[config.mk]
export PLATFORM = sky130hd
export DESIGN_NAME = updown_tally
export DESIGN_NICKNAME = d
export VERILOG_FILES = /design/src/rtl/tally_pkg.sv /design/src/rtl/tally_datapath.sv /design/src/rtl/tally_control.sv /design/src/rtl/updown_tally.sv
export SDC_FILE = /design/constraint.sdc
export NUM_CORES = 1
export LEC_CHECK = 0
export BUFFER_PORTS_ARGS = -buffer_cell sky130_fd_sc_hd__clkbuf_2
export CORE_UTILIZATION = 50
export CTS_CLUSTER_DIAMETER = 200
export DETAILED_ROUTE_END_ITERATION = 10
export PLACE_DENSITY = 0.79
export SYNTH_ARGS = -nofsm -noshare
export SYNTH_HDL_FRONTEND = slang
export SYNTH_SLANG_ARGS = --single-unit
[constraint.sdc]
create_clock -name clk -period 6.5 [get_ports clk]
set_clock_uncertainty 0.2 [all_clocks]
set_input_delay 0.975 -clock clk [delete_from_list [all_inputs] [get_ports clk]]
set_output_delay 0.975 -clock clk [all_outputs]
set_load 0.01 [all_outputs]
[src/rtl/tally_pkg.sv]
package tally_pkg;
  localparam int STATUS_W = 7;
  localparam int ST_UP_EN   = 0;
  localparam int ST_DOWN_EN = 1;
  localparam int ST_DONE    = 2;
  localparam int ST_OVER    = 3;
  localparam int ST_UNDER   = 4;
  localparam int ST_UPDATE  = 5;
  localparam int ST_AT_HIGH = 6;

  typedef struct packed {
    logic clrAcc;
    logic clrImg;
    logic stepUp;
    logic stepDown;
    logic reloadZero;
    logic copyImg;
  } dpStrobe_t;
endpackage

[src/rtl/tally_datapath.sv]
module tally_datapath
  import tally_pkg::*;
#(
  parameter int ACC_W = 16
) (
  input  logic             clk,
  input  logic             rstN,
  input  dpStrobe_t        strobe,
  input  logic [ACC_W-1:0] highPreset,
  output logic [ACC_W-1:0] hwAcc,
  output logic [ACC_W-1:0] imageAcc,
  output logic             atMaxPos,
  output logic             atMinNeg,
  output logic             hitPreset,
  output logic             geNext
);
  localparam logic [ACC_W-1:0] MAX_POS = {1'b0, {(ACC_W-1){1'b1}}};
  localparam logic [ACC_W-1:0] MIN_NEG = {1'b1, {(ACC_W-1){1'b0}}};
  localparam logic [ACC_W-1:0] ONE     = {{(ACC_W-1){1'b0}}, 1'b1};

  logic [ACC_W-1:0] accPlus;
  logic [ACC_W-1:0] accMinus;
  logic [ACC_W-1:0] accNext;

  assign accPlus   = hwAcc + ONE;
  assign accMinus  = hwAcc - ONE;
  assign atMaxPos  = (hwAcc == MAX_POS);
  assign atMinNeg  = (hwAcc == MIN_NEG);
  assign hitPreset = (accPlus == highPreset);

  always_comb begin
    accNext = hwAcc;
    if (strobe.clrAcc || strobe.reloadZero) accNext = '0;
    else if (strobe.stepUp)                 accNext = accPlus;
    else if (strobe.stepDown)               accNext = accMinus;
  end

  assign geNext = ($signed(accNext) >= $signed(highPreset));

  always_ff @(posedge clk or negedge rstN) begin
    if (!rstN) begin
      hwAcc    <= '0;
      imageAcc <= '0;
    end else begin
      hwAcc <= accNext;
      if (strobe.clrImg)       imageAcc <= '0;
      else if (strobe.copyImg) imageAcc <= hwAcc;
    end
  end
endmodule

[src/rtl/tally_control.sv]
module tally_control
  import tally_pkg::*;
(
  input  logic      clk,
  input  logic      rstN,
  input  logic      bidirMode,
  input  logic      countEn,
  input  logic      countPulse,
  input  logic      dirDown,
  input  logic      updateReq,
  input  logic      flagClear,
  input  logic      accReset,
  input  logic      cfgCmpWrite,
  input  logic      cfgCmpValue,
  input  logic      atMaxPos,
  input  logic      atMinNeg,
  input  logic      hitPreset,
  input  logic      geNext,
  output dpStrobe_t strobe,
  output logic      doneQ,
  output logic      overQ,
  output logic      underQ,
  output logic      atHighQ
);
  logic counting;
  logic reachEv;
  logic overEv;
  logic underEv;

  assign counting = countEn && countPulse && !accReset;
  assign reachEv  = counting && !bidirMode && hitPreset;
  assign overEv   = (reachEv && doneQ) ||
                    (counting && bidirMode && !dirDown && atMaxPos);
  assign underEv  = counting && bidirMode && dirDown && atMinNeg;

  always_comb begin
    strobe            = '0;
    strobe.clrAcc     = accReset;
    strobe.clrImg     = accReset;
    strobe.copyImg    = updateReq || countEn;
    strobe.reloadZero = reachEv;
    strobe.stepUp     = counting && ((!bidirMode && !hitPreset) || (bidirMode && !dirDown));
    strobe.stepDown   = counting && bidirMode && dirDown;
  end

  always_ff @(posedge clk or negedge rstN) begin
    if (!rstN) begin
      doneQ   <= 1'b0;
      overQ   <= 1'b0;
      underQ  <= 1'b0;
      atHighQ <= 1'b0;
    end else begin
      if (accReset)       doneQ <= 1'b0;
      else if (reachEv)   doneQ <= 1'b1;
      else if (flagClear) doneQ <= 1'b0;

      if (accReset)       overQ <= 1'b0;
      else if (overEv)    overQ <= 1'b1;
      else if (flagClear) overQ <= 1'b0;

      if (accReset)       underQ <= 1'b0;
      else if (underEv)   underQ <= 1'b1;
      else if (flagClear) underQ <= 1'b0;

      if (countEn)          atHighQ <= geNext;
      else if (cfgCmpWrite) atHighQ <= cfgCmpValue;
    end
  end
endmodule

[src/rtl/updown_tally.sv]
module updown_tally
  import tally_pkg::*;
#(
  parameter int ACC_W = 16
) (
  input  logic                clk,
  input  logic                rstN,
  input  logic                bidirMode,
  input  logic                countEn,
  input  logic                countPulse,
  input  logic                dirDown,
  input  logic [ACC_W-1:0]    highPreset,
  input  logic                updateReq,
  input  logic                flagClear,
  input  logic                accReset,
  input  logic                cfgCmpWrite,
  input  logic                cfgCmpValue,
  output logic [ACC_W-1:0]    hwAcc,
  output logic [ACC_W-1:0]    imageAcc,
  output logic [STATUS_W-1:0] statusWord
);
  dpStrobe_t strobe;
  logic atMaxPos, atMinNeg, hitPreset, geNext;
  logic doneQ, overQ, underQ, atHighQ;

  tally_control u_ctrl (
    .clk(clk), .rstN(rstN), .bidirMode(bidirMode), .countEn(countEn),
    .countPulse(countPulse), .dirDown(dirDown), .updateReq(updateReq),
    .flagClear(flagClear), .accReset(accReset), .cfgCmpWrite(cfgCmpWrite),
    .cfgCmpValue(cfgCmpValue), .atMaxPos(atMaxPos), .atMinNeg(atMinNeg),
    .hitPreset(hitPreset), .geNext(geNext), .strobe(strobe),
    .doneQ(doneQ), .overQ(overQ), .underQ(underQ), .atHighQ(atHighQ)
  );

  tally_datapath #(.ACC_W(ACC_W)) u_dp (
    .clk(clk), .rstN(rstN), .strobe(strobe), .highPreset(highPreset),
    .hwAcc(hwAcc), .imageAcc(imageAcc), .atMaxPos(atMaxPos),
    .atMinNeg(atMinNeg), .hitPreset(hitPreset), .geNext(geNext)
  );

  always_comb begin
    statusWord             = '0;
    statusWord[ST_UP_EN]   = countEn;
    statusWord[ST_DOWN_EN] = countEn && bidirMode;
    statusWord[ST_DONE]    = doneQ && !bidirMode;
    statusWord[ST_OVER]    = overQ;
    statusWord[ST_UNDER]   = underQ && bidirMode;
    statusWord[ST_UPDATE]  = updateReq;
    statusWord[ST_AT_HIGH] = atHighQ && bidirMode;
  end
endmodule

==> results of run 1 <==
-- where the power goes --
group          internal, mW  switching (mW)  total (mW)
clock network         0.114          0.0845       0.198
registers             0.252          0.0728       0.325
logic                 0.118           0.155       0.273
total                 0.485           0.312       0.797
-- registers in the layout (all words and copies together), names as in the netlist --
register,cells
u_dp.imageAcc,16
u_ctrl.atHighQ,1
u_dp.hwAcc,16
u_ctrl.underQ,1
u_ctrl.overQ,1
u_ctrl.doneQ,1
-- per-layer routing --
layer  GRT usage [%]  wire, um
met5               0         0
met4            6.61       107
met3            5.39       741
met1            38.7      3860
met2            43.1      3930
-- final cells by class --
cell class              count  share of cell area, %
repair buffers             66                   9.52
multi-input cells         288                   56.5
clock buffers               6                   2.08
inverters                  23                   2.47
flip-flops and latches     36                   25.8
clock inverters             2                   1.00
well taps                  75                   2.68
-- critical path, stage by stage, from the launching register on --
cell,delay (ps)
sky130_fd_sc_hd__dfrtp_1,570
sky130_fd_sc_hd__ha_1,340
sky130_fd_sc_hd__nand4_1,250
sky130_fd_sc_hd__nor4_1,410
sky130_fd_sc_hd__a211oi_1,150
sky130_fd_sc_hd__nor4_2,350
sky130_fd_sc_hd__o2111ai_2,240
sky130_fd_sc_hd__o21ai_4,530
sky130_fd_sc_hd__nor2_1,80
sky130_fd_sc_hd__o31a_1,320
sky130_fd_sc_hd__ha_1,290
sky130_fd_sc_hd__a21o_1,180
sky130_fd_sc_hd__a21oi_1,140
sky130_fd_sc_hd__nor2b_1,50
sky130_fd_sc_hd__o21ai_0,150
sky130_fd_sc_hd__a21oi_1,80
sky130_fd_sc_hd__or4b_2,620
sky130_fd_sc_hd__mux2i_1,140
sky130_fd_sc_hd__a21oi_1,80
-- placed cells by master, fill, tap and decap left out, types with 7 or more instances in the layout --
cell type,instances
sky130_fd_sc_hd__nor4_1,7
sky130_fd_sc_hd__xnor2_1,9
sky130_fd_sc_hd__nor2b_1,9
sky130_fd_sc_hd__nand4_1,11
sky130_fd_sc_hd__nor3_1,10
sky130_fd_sc_hd__inv_1,23
sky130_fd_sc_hd__clkbuf_2,65
sky130_fd_sc_hd__a21oi_1,13
sky130_fd_sc_hd__nor2_1,18
sky130_fd_sc_hd__xor2_1,9
sky130_fd_sc_hd__nand2b_1,12
sky130_fd_sc_hd__nand2_1,46
sky130_fd_sc_hd__mux2i_1,9
sky130_fd_sc_hd__ha_1,19
sky130_fd_sc_hd__dfrtp_1,36
sky130_fd_sc_hd__nand3_1,8
sky130_fd_sc_hd__o21ai_0,24
-- cell families (layout without fill, tap and decap cells) --
family                   Yosys count  count (layout)  synth area share, %
AO/OA/AOI/OAI                     80              80                 17.6
multiplexers                       9               9                 2.90
XOR/XNOR                          18              18                 5.08
AND/OR/NAND/NOR                  162             162                 30.2
buffers and inverters             48              97                 7.53
adder cells (fa/ha/maj)           19              19                 7.66
flip-flops                        36              36                 29.0
-- path summary, 6_finish.rpt --
check | startpoint | to | slack (ps)
min | u_dp.imageAcc[3]$_DFFE_PN0P_ | u_dp.imageAcc[3]$_DFFE_PN0P_ | 280
min in group asynchronous | rstN | u_dp.imageAcc[7]$_DFFE_PN0P_ | 620
min reg2reg | u_dp.imageAcc[3]$_DFFE_PN0P_ | u_dp.imageAcc[3]$_DFFE_PN0P_ | 280
max reg2reg | u_dp.hwAcc[0]$_DFF_PN0_ | u_ctrl.atHighQ$_DFFE_PN0P_ | 1200
max | u_dp.hwAcc[0]$_DFF_PN0_ | u_ctrl.atHighQ$_DFFE_PN0P_ | 1200
max in group asynchronous | rstN | u_ctrl.doneQ$_DFFE_PN0P_ | 4900
-- per-stage QoR --
step | instances | utilization [%] | instance area, sq um
detailed placement | 488 | 56.9 | 3390
CTS | 496 | 58.7 | 3500
floorplan | 372 | - | 3110
global route | 496 | 58.7 | 3500
finish | 496 | 58.7 | 3500
global placement | 488 | 56.9 | 3390
==> out/metrics.sh, run 1 <==
REG2REG_DEPTH=18
INSERTEDDIODECOUNT=0
POWER_LEAKAGE_nW=1.60
POWER.IR.VDD_WORST_mV=0.198
SYNTHTOLAYOUTAREAGROWTH_PCT=12.6
SETUP.WORST_PATH.CLASS='reg -> reg'
GRT_FIRST_PASS_WIRELENGTH_UM=13600
DETAIL_ROUTE.ITER0.VIOLATIONS=194
ANTENNA_FOUND_INITIAL=0
SYNTH_ASYNC_SR_FLOP_SHARE_PCT=100
DETAIL_ROUTE.WIRELENGTH_UM=8650
GLOBAL_ROUTE.USAGE.TOTAL_PCT=27.5
MAXIMUM_FANOUT_ALONG_THE_WORST_PATH=18
DIE-AREA_SQ_UM=6530
RSZ0062_AT_GRT='no'
POST_SYNTH_MOST_FREQUENT_CELLS='sky130_fd_sc_hd__nand2_1, sky130_fd_sc_hd__dfrtp_1, sky130_fd_sc_hd__o21ai_0'
SYNTH.NET_COUNT=418
CTS.REPAIR_TIMING.SETUP_BUFFER_COUNT=0
FOOTPRINT_OF_THE_MULTI_INPUT_GATES_SQ_UM=1980
GRT_PASS1_VIAS=2776
ACHIEVABLE-FREQUENCY_MHz=189
REMAINING_DRC_ERRORS=0
SYNTH_TOP_AREA_CELL='sky130_fd_sc_hd__dfrtp_1'
CLK-INSERTION-DELAY-LATE_PS=290
GRT_START_MAX_NET_PINS=37
LAYOUT_SETUP_WS_PS=1200
YOSYSUNIQUECELLTYPES=60
FIN_WORST_HOLD_SLACK_PS=279
SYNTH_TOP_CELLS_BY_AREA='sky130_fd_sc_hd__dfrtp_1, sky130_fd_sc_hd__ha_1, sky130_fd_sc_hd__nand2_1'
CTS.SINK_COUNT=36
DRT-PASS1-ITER-COUNT=5
CORE_SQ_UM=5960
PLACE.PORT_BUFFERS=65
SYNTH-MAIN-FF-CELL='sky130_fd_sc_hd__dfrtp_1'
CTS_TREE='built'
MAXCAPVIOLCOUNT=0
MAPPEDNETLISTAREA_SQ_UM=3110
SYNTH.AVG_CELL_AREA_SQ_UM=8.35
GRT_OVERFLOW_TOTAL=0
MAXSLEWVIOLCOUNT=0
CLOCK_ROOT_BUFFER='sky130_fd_sc_hd__clkbuf_8'
REQUIRED_TIME_AT_THE_ENDPOINT_OF_THE_CRITICAL_PATH_PS=6470
POWER-PER-CELL-AREA_nW_PER_UM2=228
FP-ROW-COUNT=28
TOTALPOWERFINAL_mW=0.797
CRITICAL_PATH.ENDPOINT_TYPE='flop'
POST-SYNTH-TOP-COUNT-CELL='sky130_fd_sc_hd__nand2_1'
GP_CONGESTION=0.964
IO-PIN-COUNT=66
VIAS_PER_CELL=5.94
WORST_HOLD_PATH_TYPE='reg -> reg'
NUM_CTS_BUFFERS=5
DRT-WIRELENGTH-PER-CELL_UM=17.4
POSTSYNTHCELLCOUNT=372
FLOORPLAN.INITIALDENSITY_PCT=52.1
FINALWORSTPATHREQUIREDPERIOD_PS=5300
ROUTE.ANTENNA.REMAINING_NETS=0
POST_CTS_RESIZED=0
NETLIST.AREA_LEADER.SHARE_PCT=29.0
CLK_PIN_SLEW_WORST_PATHS_PS=70
HOLD_BUFFERS=0
TIMING.SETUP.TNS_PS=0
FINAL_HOLD_VIOL_COUNT=0
PLACEMENT.SETUP.WORST_SLACK_PS=1260
WORST-SLEW-PIN-TRANSITION_PS=940
SYNTH_SEQ_AREA_SHARE_PCT=29.0
FINISH.NET_COUNT=466
STARTPOINT_TYPE='flop'
NUM_VIAS=2946
CTS-HTREE-LEVELS=2
FLOORPLAN.DIE.WIDTH_UM=80.8
FIN_CRIT_SH_PCT=81.5
CTS_MAX_PATH_BUFFERS=2
CHIPHEIGHT_UM=80.8
SYNTH_EDF_COUNT=0
CRIT_ARRIVAL_PS=5270
AREA.SEQUENTIAL_SQ_UM=901
WORSTHOLDPATHCELLS=2
YOSYS_REGISTER_BITS=36
LAYOUT.FILLER_CELLS=579
WORST_SLEW_MARGIN_RELATIVE_TO_ITS_LIMIT_PCT=37.3
YS.WARNINGS.COUNT=0
FRACTION_OF_LAYOUT_INSTANCES_USING_A_DRIVE_STRENGTH_ABOVE_1_PCT=22.1
DETAILED_PLACE_HPWL_UM=6620
FINAL-SETUP-VIOL-COUNT=0
RUN_STATUS='finished, final reports clean'
No activity file was read; power rests on OpenSTA's default activity.
==> inputs of run 2 (changes only) <==
--- a/config.mk
+++ b/config.mk
@@ -9,7 +9,7 @@
 export CORE_UTILIZATION = 50
 export CTS_CLUSTER_DIAMETER = 200
 export DETAILED_ROUTE_END_ITERATION = 10
-export PLACE_DENSITY = 0.79
+export PLACE_DENSITY = 0.82
 export SYNTH_ARGS = -nofsm -noshare
 export SYNTH_HDL_FRONTEND = slang
 export SYNTH_SLANG_ARGS = --single-unit
==> constraint.sdc (replaced) <==
create_clock -name clk -period 4.7 [get_ports clk]
set_clock_uncertainty 0.2 [all_clocks]
set_input_delay 0.705 -clock clk [delete_from_list [all_inputs] [get_ports clk]]
set_output_delay 0.705 -clock clk [all_outputs]
set_load 0.01 [all_outputs]
==> out/metrics.sh, run 2 (same netlist as run 1, synthesis figures left out) <==
DRT-WIRELENGTH-PER-CELL_UM=18.1  # +4.0%
POWER-PER-CELL-AREA_nW_PER_UM2=305  # +34%
GRT_FIRST_PASS_WIRELENGTH_UM=14900  # +9.0%
IO-PIN-COUNT=66  # unchanged
GLOBAL_ROUTE.USAGE.TOTAL_PCT=30.6  # +3.1 points
REQUIRED_TIME_AT_THE_ENDPOINT_OF_THE_CRITICAL_PATH_PS=4680  # -1790 ps
CLK_PIN_SLEW_WORST_PATHS_PS=80  # about the same
WORST-SLEW-PIN-TRANSITION_PS=948  # +7.90 ps
CORE_SQ_UM=5960  # unchanged
FINALWORSTPATHREQUIREDPERIOD_PS=4530  # -766 ps
WORSTHOLDPATHCELLS=2  # unchanged
GP_CONGESTION=1.03  # +6.8%
CLK-INSERTION-DELAY-LATE_PS=300  # about the same
POWER.IR.VDD_WORST_mV=0.212  # +7.0%
POWER_LEAKAGE_nW=1.74  # +9.0%
GRT_PASS1_VIAS=2811  # +1.3%
WORST_SLEW_MARGIN_RELATIVE_TO_ITS_LIMIT_PCT=36.8  # -0.53 points
FLOORPLAN.INITIALDENSITY_PCT=52.1  # unchanged
VIAS_PER_CELL=6.12  # +3.0%
LARGEST_REGISTERS='u_dp.hwAcc x16, u_dp.imageAcc x16'
RRSETUPSLACK_PS=170  # -1030 ps
LAYOUT_SETUP_WS_PS=170  # -1030 ps
MOST_FREQUENT_STANDARD_CELL_IN_THE_LAYOUT_EXCLUDING_FILL_AND_TAP_CELLS='sky130_fd_sc_hd__clkbuf_2'
MOSTFREQUENTLAYOUTCELLS='sky130_fd_sc_hd__clkbuf_2, sky130_fd_sc_hd__nand2_1, sky130_fd_sc_hd__buf_4, sky130_fd_sc_hd__dfrtp_1'
PLACEMENT.SETUP.WORST_SLACK_PS=113  # -1150 ps
CHIPHEIGHT_UM=80.8  # unchanged
FINAL-INSTANCE-COUNT-EXCL-FILL=527  # +6.3%
CRITICAL_PATH.ENDPOINT_TYPE='flop'
WORST_HOLD_PATH_TYPE='reg -> reg'
PLACE.PORT_BUFFERS=65  # unchanged
RUN_STATUS='finished, final reports clean'
ANTENNA_FOUND_INITIAL=0  # unchanged
STARTPOINT_TYPE='flop'
SYNTHTOLAYOUTAREAGROWTH_PCT=22.6
FP-ROW-COUNT=28  # unchanged
DIE-AREA_SQ_UM=6530  # unchanged
FIN_CRIT_SH_PCT=96.4  # +15 points
FINAL_HOLD_VIOL_COUNT=0  # unchanged
CTS.SINK_COUNT=36  # unchanged
REMAINING_DRC_ERRORS=0  # unchanged
REG2REG_DEPTH=19  # +1
CTS_TREE='built'
CTS_MAX_PATH_BUFFERS=2  # unchanged
NUM_VIAS=3223  # +9.4%
NUM_CTS_BUFFERS=5  # unchanged
DETAILED_PLACE_HPWL_UM=7390  # +12%
CRIT_ARRIVAL_PS=4510  # -760 ps
GRT_OVERFLOW_TOTAL=0  # unchanged
DETAIL_ROUTE.WIRELENGTH_UM=9560  # +11%
FINAL-SETUP-VIOL-COUNT=0  # unchanged
MAXIMUM_FANOUT_ALONG_THE_WORST_PATH=8  # -10
FIN_WORST_HOLD_SLACK_PS=280  # +0.587 ps
ROUTE.ANTENNA.REMAINING_NETS=0  # unchanged
NUMBER_OF_CELLS_AFTER_DETAILED_PLACEMENT=515  # +5.5%
DETAIL_ROUTE.ITER0.VIOLATIONS=265  # +37%
MAXSLEWVIOLCOUNT=0  # unchanged
MAXCAPVIOLCOUNT=0  # unchanged
CTS-HTREE-LEVELS=2  # unchanged
INSERTEDDIODECOUNT=0  # unchanged
GRT_START_MAX_NET_PINS=37  # unchanged
FINISH.NET_COUNT=497  # +6.7%
SETUP.WORST_PATH.CLASS='reg -> reg'
DRT-PASS1-ITER-COUNT=7  # +2
FLOORPLAN.DIE.WIDTH_UM=80.8  # unchanged
ACHIEVABLE-FREQUENCY_MHz=221  # +17%
FRACTION_OF_LAYOUT_INSTANCES_USING_A_DRIVE_STRENGTH_ABOVE_1_PCT=30.8  # +8.7 points
CLOCK_ROOT_BUFFER='sky130_fd_sc_hd__clkbuf_8'
## run 2: changes by cell type in the layout (fill, tap and decap cells not counted), sizes merged
cell  change
buf      +31
## run 2: layer usage
layer / vias to the layer above / track usage, % / routed length, um
met5: - / 0 / 0
met4: 0 / 9.29 / 186
met3: 14 / 4.72 / 874
met2: 176 / 46.6 / 4300
met1: 1537 / 44.2 / 4190
li1: 1496 / - / -
## run 2: timing repair
action | 4_1_cts | 5_1_grt
buffers inserted | 0 | 4
resized for setup | 0 | 21
setup endpoints to repair | 0 | 1
hold buffers | 0 | 0
## run 2: worst paths after layout
kind,from,endpoint
worst max-delay path,u_dp.hwAcc[0]$_DFF_PN0_,u_ctrl.atHighQ$_DFFE_PN0P_
max in group asynchronous,rstN,u_dp.hwAcc[11]$_DFF_PN0_
worst min-delay path,u_dp.imageAcc[12]$_DFFE_PN0P_,u_dp.imageAcc[12]$_DFFE_PN0P_
worst min register to register,u_dp.imageAcc[12]$_DFFE_PN0P_,u_dp.imageAcc[12]$_DFFE_PN0P_
min in group asynchronous,rstN,u_dp.imageAcc[9]$_DFFE_PN0P_
worst max register to register,u_dp.hwAcc[0]$_DFF_PN0_,u_ctrl.atHighQ$_DFFE_PN0P_
## run 2: area by class of cell
| class | instances | area, sq um |
|---|---|---|
| timing repair buffer | 97 | 569 |
| clock buffer | 6 | 72.6 |
| clock inverter | 2 | 35.0 |
| inverter | 23 | 86.3 |
| tap | 75 | 93.8 |
| sequential | 36 | 910 |
| fill | 549 | 2150 |
| multi-input combinational | 288 | 2040 |
## run 2: metrics by stage
stage	cell area [sq um]	util (%)	power (mW)	setup TNS, ps
after detailed placement	3590	60.3	0.867	0
after floorplan	3110	-	0.699	0
after CTS	3700	62.1	1.15	0
after global routing	3810	63.9	1.22	-47.6
final	3810	63.9	1.16	0
after global placement	3590	60.3	0.864	0
## run 2: worst max-delay path, stage by stage, from the launching register on
cell and delay (ps):
sky130_fd_sc_hd__dfrtp_1 410, sky130_fd_sc_hd__ha_4 210, sky130_fd_sc_hd__nand4_1 220, sky130_fd_sc_hd__nor3_2 210, sky130_fd_sc_hd__o311ai_1 130, sky130_fd_sc_hd__nor4_2 440, sky130_fd_sc_hd__o2111ai_4 220, sky130_fd_sc_hd__o21ai_4 230
sky130_fd_sc_hd__buf_4 180, sky130_fd_sc_hd__nor3_1 50, sky130_fd_sc_hd__o31a_1 260, sky130_fd_sc_hd__ha_1 190, sky130_fd_sc_hd__a21o_1 150, sky130_fd_sc_hd__a21oi_1 170, sky130_fd_sc_hd__nor2b_1 60, sky130_fd_sc_hd__o21ai_0 140
sky130_fd_sc_hd__a21oi_1 80, sky130_fd_sc_hd__or4b_2 630, sky130_fd_sc_hd__mux2i_1 160, sky130_fd_sc_hd__a21oi_1 80
## run 2: report_power, final
group / switching (mW) / leakage, nW / internal, mW
logic: 0.265 / 1.20 / 0.194
registers: 0.0666 / 0.481 / 0.352
clock network: 0.124 / 0.0552 / 0.158
==> inputs of run 3 (changes only) <==
--- a/config.mk
+++ b/config.mk
@@ -10,6 +10,7 @@
 export CTS_CLUSTER_DIAMETER = 200
 export DETAILED_ROUTE_END_ITERATION = 10
 export PLACE_DENSITY = 0.82
+export REMOVE_ABC_BUFFERS = 1
 export SYNTH_ARGS = -nofsm -noshare
 export SYNTH_HDL_FRONTEND = slang
 export SYNTH_SLANG_ARGS = --single-unit
==> out/metrics.sh, run 3 (same netlist as run 1, synthesis figures left out) <==
MAXCAPVIOLCOUNT=0  # unchanged
CLK_PIN_SLEW_WORST_PATHS_PS=80  # about the same
LARGEST_REGISTERS='u_dp.hwAcc x16, u_dp.imageAcc x16'
PLACED_INST_AREA_SQ_UM=3700  # +2.9%
WORST_SLEW_MARGIN_RELATIVE_TO_ITS_LIMIT_PCT=37.4  # +0.59 points
CHIPHEIGHT_UM=80.8  # unchanged
SETUP.WORST_PATH.CLASS='reg -> reg'
DIE-AREA_SQ_UM=6530  # unchanged
CRIT_ARRIVAL_PS=4460  # -50 ps
GRT_PASS1_VIAS=3035  # +8.0%
REG2REG_DEPTH=14  # -5
RSZ0062_AT_GRT='no'
REQUIRED_TIME_AT_THE_ENDPOINT_OF_THE_CRITICAL_PATH_PS=4670  # about the same
NUM_CTS_BUFFERS=5  # unchanged
CTS-HTREE-LEVELS=2  # unchanged
IO-PIN-COUNT=66  # unchanged
FINAL_UTIL_PCT=65.5  # +1.6 points
DETAIL_ROUTE.ITER0.VIOLATIONS=237  # -11%
STARTPOINT_TYPE='flop'
POWER_LEAKAGE_nW=1.82  # +4.4%
MAXIMUM_FANOUT_ALONG_THE_WORST_PATH=8  # unchanged
REMAINING_DRC_ERRORS=0  # unchanged
CTS.SINK_COUNT=36  # unchanged
ROUTE.ANTENNA.REMAINING_NETS=0  # unchanged
NUM_VIAS=3253  # +0.93%
SYNTHTOLAYOUTAREAGROWTH_PCT=25.6
FINALWORSTPATHREQUIREDPERIOD_PS=4490  # -44.0 ps
MAXSLEWVIOLCOUNT=0  # unchanged
FP-ROW-COUNT=28  # unchanged
GRT_OVERFLOW_TOTAL=0  # unchanged
WORST-SLEW-PIN-TRANSITION_PS=940  # -8.87 ps
CRITPATHMAXSTAGEDELAY_PS=610  # -20 ps
POWER-PER-CELL-AREA_nW_PER_UM2=283  # -7.0%
DETAIL_ROUTE.WIRELENGTH_UM=9610  # +0.50%
MOST_FREQUENT_STANDARD_CELL_IN_THE_LAYOUT_EXCLUDING_FILL_AND_TAP_CELLS='sky130_fd_sc_hd__clkbuf_2'
DRT-PASS1-ITER-COUNT=7  # unchanged
GRT_START_MAX_NET_PINS=37  # unchanged
MOSTFREQUENTLAYOUTCELLS='sky130_fd_sc_hd__clkbuf_2, sky130_fd_sc_hd__buf_4, sky130_fd_sc_hd__nand2_1, sky130_fd_sc_hd__dfrtp_1, sky130_fd_sc_hd__inv_1'
HOLD_BUFFERS=0  # unchanged
ACHIEVABLE-FREQUENCY_MHz=223  # +0.98%
CORE_SQ_UM=5960  # unchanged
PATH_CELLS='buf_4, or3_1, or4_1, nor2_1, nand2_1, or4_1, o21ai_1, mux2i_1, ha_1, nand4_1, nor4_1, or4b_2, mux2i_1, a21oi_1'
FRACTION_OF_LAYOUT_INSTANCES_USING_A_DRIVE_STRENGTH_ABOVE_1_PCT=32.3  # +1.5 points
NUMBER_OF_CELLS_AFTER_DETAILED_PLACEMENT=529  # +2.7%
FINAL-SETUP-VIOL-COUNT=0  # unchanged
ANTENNA_FOUND_INITIAL=0  # unchanged
TIMING.SETUP.TNS_PS=0  # unchanged
FINAL_HOLD_VIOL_COUNT=0  # unchanged
VIAS_PER_CELL=5.99  # -2.0%
INSERTEDDIODECOUNT=0  # unchanged
CTS_TREE='built'
DETAILED_PLACE_HPWL_UM=7530  # +1.9%
CRITICAL_PATH.ENDPOINT_TYPE='flop'
FLOORPLAN.DIE.WIDTH_UM=80.8  # unchanged
POWER.IR.VDD_WORST_mV=0.172  # -19%
FLOORPLAN.INITIALDENSITY_PCT=52.1  # unchanged
PLACE.PORT_BUFFERS=65  # unchanged
FINAL-INSTANCE-COUNT-EXCL-FILL=543  # +3.0%
WORSTHOLDPATHCELLS=2  # unchanged
FINISH.NET_COUNT=514  # +3.4%
FIN_WORST_HOLD_SLACK_PS=274  # -5.48 ps
GP_CONGESTION=0.960  # -6.7%
CLK-INSERTION-DELAY-LATE_PS=290  # about the same
LAYOUT.CELL_AREA.NON_FILLER_SQ_UM=3900  # +2.5%
RUN_STATUS='finished, final reports clean'
CLOCK_ROOT_BUFFER='sky130_fd_sc_hd__clkbuf_8'
GLOBAL_ROUTE.USAGE.TOTAL_PCT=31.5  # +0.93 points
WORST_HOLD_PATH_TYPE='reg -> reg'
FIN_CRIT_SH_PCT=95.5  # -0.94 points
CTS_MAX_PATH_BUFFERS=2  # unchanged
GRT_FIRST_PASS_WIRELENGTH_UM=15500  # +4.0%
DRT-WIRELENGTH-PER-CELL_UM=17.7  # -2.5%
CRIT_SLOWEST_CELL='sky130_fd_sc_hd__or4b_2'
==> run 3: worst max-delay path: cells and delay by family, from the launching register on <==
| family | cells | cell delay (ps) |
|---|---|---|
| multiplexers | 2 | 410 |
| AND/OR/NAND/NOR | 8 | 2620 |
| buffers and inverters | 1 | 180 |
| AO/OA/AOI/OAI | 2 | 190 |
| flip-flops | 1 | 460 |
| adder cells (fa/ha/maj) | 1 | 300 |
==> run 3: path summary, 6_finish.rpt <==
kind	slack (ps)	endpoint	start
max	210	u_ctrl.atHighQ$_DFFE_PN0P_	u_dp.hwAcc[5]$_DFF_PN0_
min	270	u_dp.imageAcc[13]$_DFFE_PN0P_	u_dp.imageAcc[13]$_DFFE_PN0P_
max reg2reg	210	u_ctrl.atHighQ$_DFFE_PN0P_	u_dp.hwAcc[5]$_DFF_PN0_
min reg2reg	270	u_dp.imageAcc[13]$_DFFE_PN0P_	u_dp.imageAcc[13]$_DFFE_PN0P_
max in group asynchronous	3310	u_dp.hwAcc[2]$_DFF_PN0_	rstN
min in group asynchronous	340	u_ctrl.atHighQ$_DFFE_PN0P_	rstN
==> run 3: cell type report <==
type,instances,area [sq um]
inverters,23,86.3
fillers,508,2060
multi-input cells,288,2040
clock inverters,1,5.00
well taps,75,93.8
clock buffers,6,72.6
repair buffers,114,697
flip-flops and latches,36,905
==> run 3: per-layer routing <==
metal	vias to the layer above	wire (um)	GRT usage, %
li1	1536	-	-
met1	1536	4320	43.8
met2	158	4430	50.1
met3	23	642	4.61
met4	0	207	9.82
met5	-	0	0
==> run 3: what timing repair did <==
item / in CTS / in global routing
resized for setup: 0 / 19
setup buffers: 0 / 7
endpoints found under the setup margin: 0 / 1
==> run 3: where the power goes <==
group,total [mW],internal (mW),switching [mW]
Combinational,0.474,0.204,0.270
Clock,0.215,0.101,0.114
Sequential,0.416,0.351,0.0651
Total,1.10,0.656,0.449
==> run 3: metrics by stage <==
stage               power (mW)  setup slack [ps]
finish                    1.10               214
global route              1.17              1.94
CTS                       1.10               122
detailed placement       0.881              74.0
global placement         0.873              51.9
floorplan                0.669               120
